===== src/rtl/ep_hs_pkg.sv =====
package ep_hs_pkg;

    localparam int TX_LSB   = 4;
    localparam int KIND_BIT = 8;
    localparam int TYPE_LSB = 9;
    localparam int RX_LSB   = 12;
    localparam int STAT_W   = 2;

    typedef enum logic [1:0] {
        ST_DIS   = 2'b00,
        ST_STALL = 2'b01,
        ST_NAK   = 2'b10,
        ST_VALID = 2'b11
    } stat_e;

    typedef enum logic [1:0] {
        EP_BULK = 2'b00,
        EP_CTRL = 2'b01,
        EP_ISO  = 2'b10,
        EP_INTR = 2'b11
    } ep_type_e;

    typedef enum logic [1:0] {
        TK_OUT   = 2'b00,
        TK_IN    = 2'b01,
        TK_SETUP = 2'b10,
        TK_RSVD  = 2'b11
    } tok_e;

    typedef enum logic [1:0] {
        HS_NONE  = 2'b00,
        HS_ACK   = 2'b01,
        HS_NAK   = 2'b10,
        HS_STALL = 2'b11
    } hs_e;

    typedef struct packed {
        ep_type_e typ;
        logic     kind;
    } ep_cfg_t;

    // Plain mapping of a status field to the reply it gives
    function automatic hs_e stat_answer(stat_e s);
        case (s)
            ST_STALL: return HS_STALL;
            ST_NAK:   return HS_NAK;
            ST_VALID: return HS_ACK;
            default:  return HS_NONE;
        endcase
    endfunction

    function automatic int stat_lsb(int dir);
        return (dir == 0) ? TX_LSB : RX_LSB;
    endfunction

endpackage


===== src/rtl/ep_hs_stat_fld.sv =====
module ep_hs_stat_fld
    import ep_hs_pkg::*;
(
    input  logic                clk,
    input  logic                rst,
    input  logic                hw_nak,
    input  logic [STAT_W-1:0]   tgl,
    output stat_e               stat
);
    stat_e after_hw;

    always_comb begin
        after_hw = hw_nak ? ST_NAK : stat;
    end

    always_ff @(posedge clk) begin
        if (rst) begin
            stat <= ST_DIS;
        end else begin
            stat <= stat_e'(after_hw ^ tgl);
        end
    end
endmodule


===== src/rtl/ep_hs_decide.sv =====
module ep_hs_decide
    import ep_hs_pkg::*;
#(
    parameter int CNT_W = 10
) (
    input  ep_cfg_t           cfg,
    input  stat_e             tx_stat,
    input  stat_e             rx_stat,
    input  logic              tok_vld,
    input  tok_e              tok,
    input  logic [CNT_W-1:0]  len,
    output hs_e               hs
);
    logic is_ctrl;
    logic status_stage;

    always_comb begin
        is_ctrl      = (cfg.typ == EP_CTRL);
        status_stage = is_ctrl && cfg.kind && (len != '0);
        hs           = HS_NONE;
        if (tok_vld) begin
            case (tok)
                TK_IN: hs = stat_answer(tx_stat);
                TK_OUT: begin
                    hs = stat_answer(rx_stat);
                    if (hs == HS_ACK && status_stage) begin
                        hs = HS_STALL;
                    end
                end
                TK_SETUP: begin
                    if (is_ctrl && (rx_stat == ST_STALL || rx_stat == ST_VALID)) begin
                        hs = HS_ACK;
                    end
                end
                default: hs = HS_NONE;
            endcase
        end
    end
endmodule


===== src/rtl/ep_hs_reg.sv =====
module ep_hs_reg
    import ep_hs_pkg::*;
#(
    parameter int REG_W = 16,
    parameter int CNT_W = 10
) (
    input  logic              clk,
    input  logic              rst,
    input  logic              wr_en,
    input  logic [REG_W-1:0]  wr_data,
    output logic [REG_W-1:0]  rd_data,
    input  logic              tok_vld,
    input  logic [1:0]        tok_kind,
    input  logic [CNT_W-1:0]  tok_len,
    input  logic              xfer_done,
    output logic [1:0]        hs_code,
    output logic              done_irq
);
    localparam int NDIR = 2;

    ep_cfg_t cfg;
    stat_e   stat_q [NDIR];
    logic    hw_nak [NDIR];
    tok_e    tok;
    hs_e     hs;
    logic    good_xfer;
    logic    hw_upd;

    assign tok = tok_e'(tok_kind);

    always_ff @(posedge clk) begin
        if (rst) begin
            cfg      <= '{typ: EP_BULK, kind: 1'b0};
            done_irq <= 1'b0;
        end else begin
            if (wr_en) begin
                cfg.typ  <= ep_type_e'(wr_data[TYPE_LSB +: 2]);
                cfg.kind <= wr_data[KIND_BIT];
            end
            done_irq <= good_xfer;
        end
    end

    ep_hs_decide #(.CNT_W(CNT_W)) u_decide (
        .cfg     (cfg),
        .tx_stat (stat_q[0]),
        .rx_stat (stat_q[1]),
        .tok_vld (tok_vld),
        .tok     (tok),
        .len     (tok_len),
        .hs      (hs)
    );

    assign good_xfer = tok_vld && xfer_done && (hs == HS_ACK);
    assign hw_upd    = good_xfer && (cfg.typ != EP_ISO);
    assign hw_nak[0] = hw_upd && (tok == TK_IN);
    assign hw_nak[1] = hw_upd && (tok == TK_OUT || tok == TK_SETUP);

    for (genvar g = 0; g < NDIR; g++) begin : g_dir
        localparam int LSB = stat_lsb(g);
        logic [STAT_W-1:0] tgl;
        assign tgl = wr_en ? wr_data[LSB +: STAT_W] : '0;
        ep_hs_stat_fld u_fld (
            .clk    (clk),
            .rst    (rst),
            .hw_nak (hw_nak[g]),
            .tgl    (tgl),
            .stat   (stat_q[g])
        );
    end

    always_comb begin
        rd_data                      = '0;
        rd_data[TX_LSB +: STAT_W]    = stat_q[0];
        rd_data[RX_LSB +: STAT_W]    = stat_q[1];
        rd_data[KIND_BIT]            = cfg.kind;
        rd_data[TYPE_LSB +: 2]       = cfg.typ;
    end

    assign hs_code = hs;
endmodule


===== config.mk =====
export PLATFORM = sky130hd
export DESIGN_NAME = ep_hs_reg
export DESIGN_NICKNAME = d
export VERILOG_FILES = /design/src/rtl/ep_hs_pkg.sv /design/src/rtl/ep_hs_stat_fld.sv /design/src/rtl/ep_hs_decide.sv /design/src/rtl/ep_hs_reg.sv
export SDC_FILE = /design/constraint.sdc
export NUM_CORES = 1
export LEC_CHECK = 0
export BUFFER_PORTS_ARGS = -buffer_cell sky130_fd_sc_hd__buf_2
export CAP_MARGIN = 20
export CORE_UTILIZATION = 30
export CTS_CLUSTER_SIZE = 12
export DETAILED_ROUTE_END_ITERATION = 16
export GPL_TIMING_DRIVEN = 0
export MAX_ROUTING_LAYER = met4
export PLACE_DENSITY = 0.66
export SLEW_MARGIN = 10
export SYNTH_ARGS = -nofsm -noshare
export SYNTH_HDL_FRONTEND = slang
export SYNTH_HIERARCHICAL = 1
export SYNTH_SLANG_ARGS = --single-unit

===== constraint.sdc =====
create_clock -name clk -period 2.2 [get_ports clk]
set_input_delay 0.11 -clock clk [delete_from_list [all_inputs] [get_ports clk]]
set_output_delay 0.11 -clock clk [all_outputs]
set_load 0.01 [all_outputs]

==> results by group <==
Run status
  • Status: finished, violations left
  • Failing checks: negative setup slack

Critical path
  • Critical path class: flop to flop
  • Slowest CP cell: nor4b_4
  • Cells along the critical path: inv_2, ha_4, nand2b_4, nor4_4, a211oi_2, nand4b_4, nor4b_4, nor2b_1, mux2_4
  • Required time worst endpoint: between 2000 and 2500 ps
  • Worst setup SP type: flop
  • CP endpoint kind: flop
  • Bufs and invs on worst path: 1
  • Crit Path Max Fanout: 3
  • CP max stage delay: approximately 360 ps
  • Top delay family on crit path: simple AND/OR/NAND/NOR gates
  • CP arrival: approximately 2400 ps

Timing
  • RSZ-0062 raised after global routing: yes
  • Setup violators final: 1
  • Final worst slack: -37.6 ps
  • Min cycle time layout: between 2000 and 2500 ps
  • Clock skew: 0.638 ps
  • Pins over their slew limit: 0
  • Hold slack: 96.2 ps
  • Fmax: around 450 MHz
  • Period utilisation layout: 1.02
  • Hold Violations, Final: 0

Clock network
  • CTS tree: built
  • Clk sinks: 8
  • Clock Tree Root: clkbuf_4
  • Worst-path clk slew: 50 ps
  • TritonCTS buffer count: 3
  • Clk_lat worst skew: about 250 ps
  • Clock buffer depth: 2
  • H-tree depth: 1

Placement
  • Final Wtd Congestion: 0.695
  • Port Buffer Count: 32
  • DP HPWL: 1.22 mm

Synthesis
  • Part of the Yosys area used for sequential elements: 0.263
  • Yosys warnings: 6
  • Mapped Cells: 69
  • Simple-gate share of the synthesized area: 0.341
  • Post-synthesis instance area: 609 um2
  • Complex-gate fraction of the synthesized area: 0.0678
  • Largest family of logic cells by synthesized area: simple AND/OR/NAND/NOR gates
  • XOR/XNOR Fraction of Synth Area: 0
  • Yosys cell types: 25
  • Post-Synth Adder-Cell Area: 0.0821
  • Multiplexer area fraction after synthesis: 0.0986
  • Flops & latches, synth: 8
  • Avg Synthesized Cell Area: 8.83 um2

Routing
  • Routed wire per std cell: 10.5 um
  • Initial drt markers: 8
  • # DRC: 0
  • First-pass DRT Iterations: 4
  • Total number of vias: 626
  • Final WL: 1.47 mm
  • Vias/cell: 4.47
  • Post-DRT Antenna Nets: 0

Global routing
  • Initial antenna violation count: 0
  • Largest net degree at the start of global routing: 11
  • GRT Util Overall: 0.140
  • Grt ovf: 0
  • First-pass GRT wire length: ~2.0 mm
  • Vias in the first global route: a little over 500

Power and ir drop
  • Sw frac: 0.289
  • Seq pwr share: 0.415
  • Power Dens Cells: 427 nW/um2
  • Switch Pwr: roughly 0.11 mW
  • Combinational power share: 0.310
  • Static Leak: 0.490 nW
  • Internal Power: 0.282 mW
  • Worst VDD drop: 0.000181 V
  • Clock power frac: 0.275

Min path
  • HP Class: input pin to flop

Floorplanning
  • Chip width: between 40 and 50 um
  • Initial Utilization: 0.335
  • Ports: 52
  • # rows: 15
  • Core box area: approximately 1800 um2
  • Die Span Y: ~47 um
  • Die ar.: 2220 um2

Run
  • Total of max-cap violations: 0

Finish
  • Filler Cell Count: 184
  • Layout cells sized above 1: 0.522
  • # diodes: 0
  • Final Core Density: 0.510
  • Synthesis-to-finish area growth: 52.4%
  • Fin nets: 154
cells in the final DEF (no fill, tap or decap), types with 2 or more instances in the layout:
cell type	instances
buf_2	32
buf_4	13
conb_1	9
nor2_1	7
dfxtp_1	6
nor2b_1	5
nor3_1	5
and2_1	4
mux2i_1	3
clkbuf_4	3
ha_1	3
mux2_4	2
o21a_1	2
inv_1	2
final timing paths:
path	start	endpoint	slack, ps	depth (start not counted)
worst min-delay path	wr_data[9]	rd_data[9]	100	3
worst min register to register	rd_data[8]	rd_data[8]	550	2
worst max-delay path	g_dir[1].u_fld/stat[1]	g_dir[0].u_fld/stat[0]	-40	9
worst max register to register	g_dir[1].u_fld/stat[1]	g_dir[0].u_fld/stat[0]	-40	9
layer usage:
metal / GRT usage / vias up / wire length (um)
met5: - / - / 0
met4: 0.0686 / 0 / 6
met3: 0.0346 / 2 / 143
met2: 0.258 / 36 / 725
met1: 0.134 / 276 / 594
li1: - / 312 / -
power groups by stage:
stage	clock network [mW]	logic [mW]	registers (mW)
finish	0.109	0.123	0.165
global route	0.123	0.136	0.166
CTS	0.114	0.111	0.165
detailed placement	0	0.109	0.168
global placement	0	0.105	0.166
floorplan	0	0.0621	0.169
sequential cells by signal, indices dropped and copies added (netlist names):
| name | flops |
|---|---|
| done_irq | 1 |
| g_dir.u_fld/stat | 4 |
| rd_data | 3 |
repair_timing:
action                     4_1_cts  5_1_grt
buffers inserted                 0        3
gates resized for setup          3        7
pin swaps                        0        5
setup endpoints to repair        2        3
hold buffers                     0        0
worst min-delay path, cell delays in order:
cell	delay (ps)
buf_2	70
mux2i_1	50
nor2_1	70
cell families after synthesis:
| family | count (synthesis) |
|---|---|
| AND/OR/NAND/NOR | 32 |
| buffers and inverters | 13 |
| flip-flops | 8 |
| AO/OA/AOI/OAI | 6 |
| multiplexers | 5 |
| adder cells (fa/ha/maj) | 4 |
| other | 1 |
area by class of cell:
class	instances	area, um2	area share
tap	25	31.3	0.0337
multi-input combinational	56	440	0.474
inverter	3	11.3	0.0121
buffer	10	75.1	0.0809
timing repair buffer	35	183	0.197
clock buffer	3	22.5	0.0243
sequential	8	165	0.178
cell usage after synthesis:
cell | instances | area [um2]
a211oi_1 | 1 | 7.51
a21oi_1 | 1 | 5.00
a41oi_1 | 1 | 8.76
and2_1 | 4 | 25.0
and3_1 | 1 | 6.26
buf_4 | 10 | 75.1
conb_1 | 1 | 3.75
dfxtp_1 | 8 | 160
ha_1 | 4 | 50.1
inv_1 | 3 | 11.3
mux2_4 | 2 | 30.0
mux2i_1 | 3 | 30.0
nand2_1 | 1 | 3.75
nand2b_1 | 2 | 12.5
nand3b_1 | 1 | 7.51
nand4b_4 | 1 | 23.8
nor2_1 | 7 | 26.3
nor2b_1 | 5 | 31.3
nor3_1 | 6 | 30.0
nor4_1 | 1 | 6.26
nor4_2 | 1 | 12.5
nor4b_2 | 1 | 15.0
o21a_1 | 2 | 15.0
o21ai_0 | 1 | 5.00
or4_1 | 1 | 7.51
stage by stage:
stage	cells	power, mW	worst slack (ps)	setup TNS (ps)	area [um2]
after floorplan	77	0.231	47.7	0	639
after global placement	134	0.271	7.33	0	831
after detailed placement	134	0.276	-79.7	-143	831
after CTS	137	0.389	22.6	0	868
after global routing	140	0.425	-145	-275	928
final	140	0.396	-37.6	-37.6	928
Note: power is estimated with default switching activity, not from simulation.
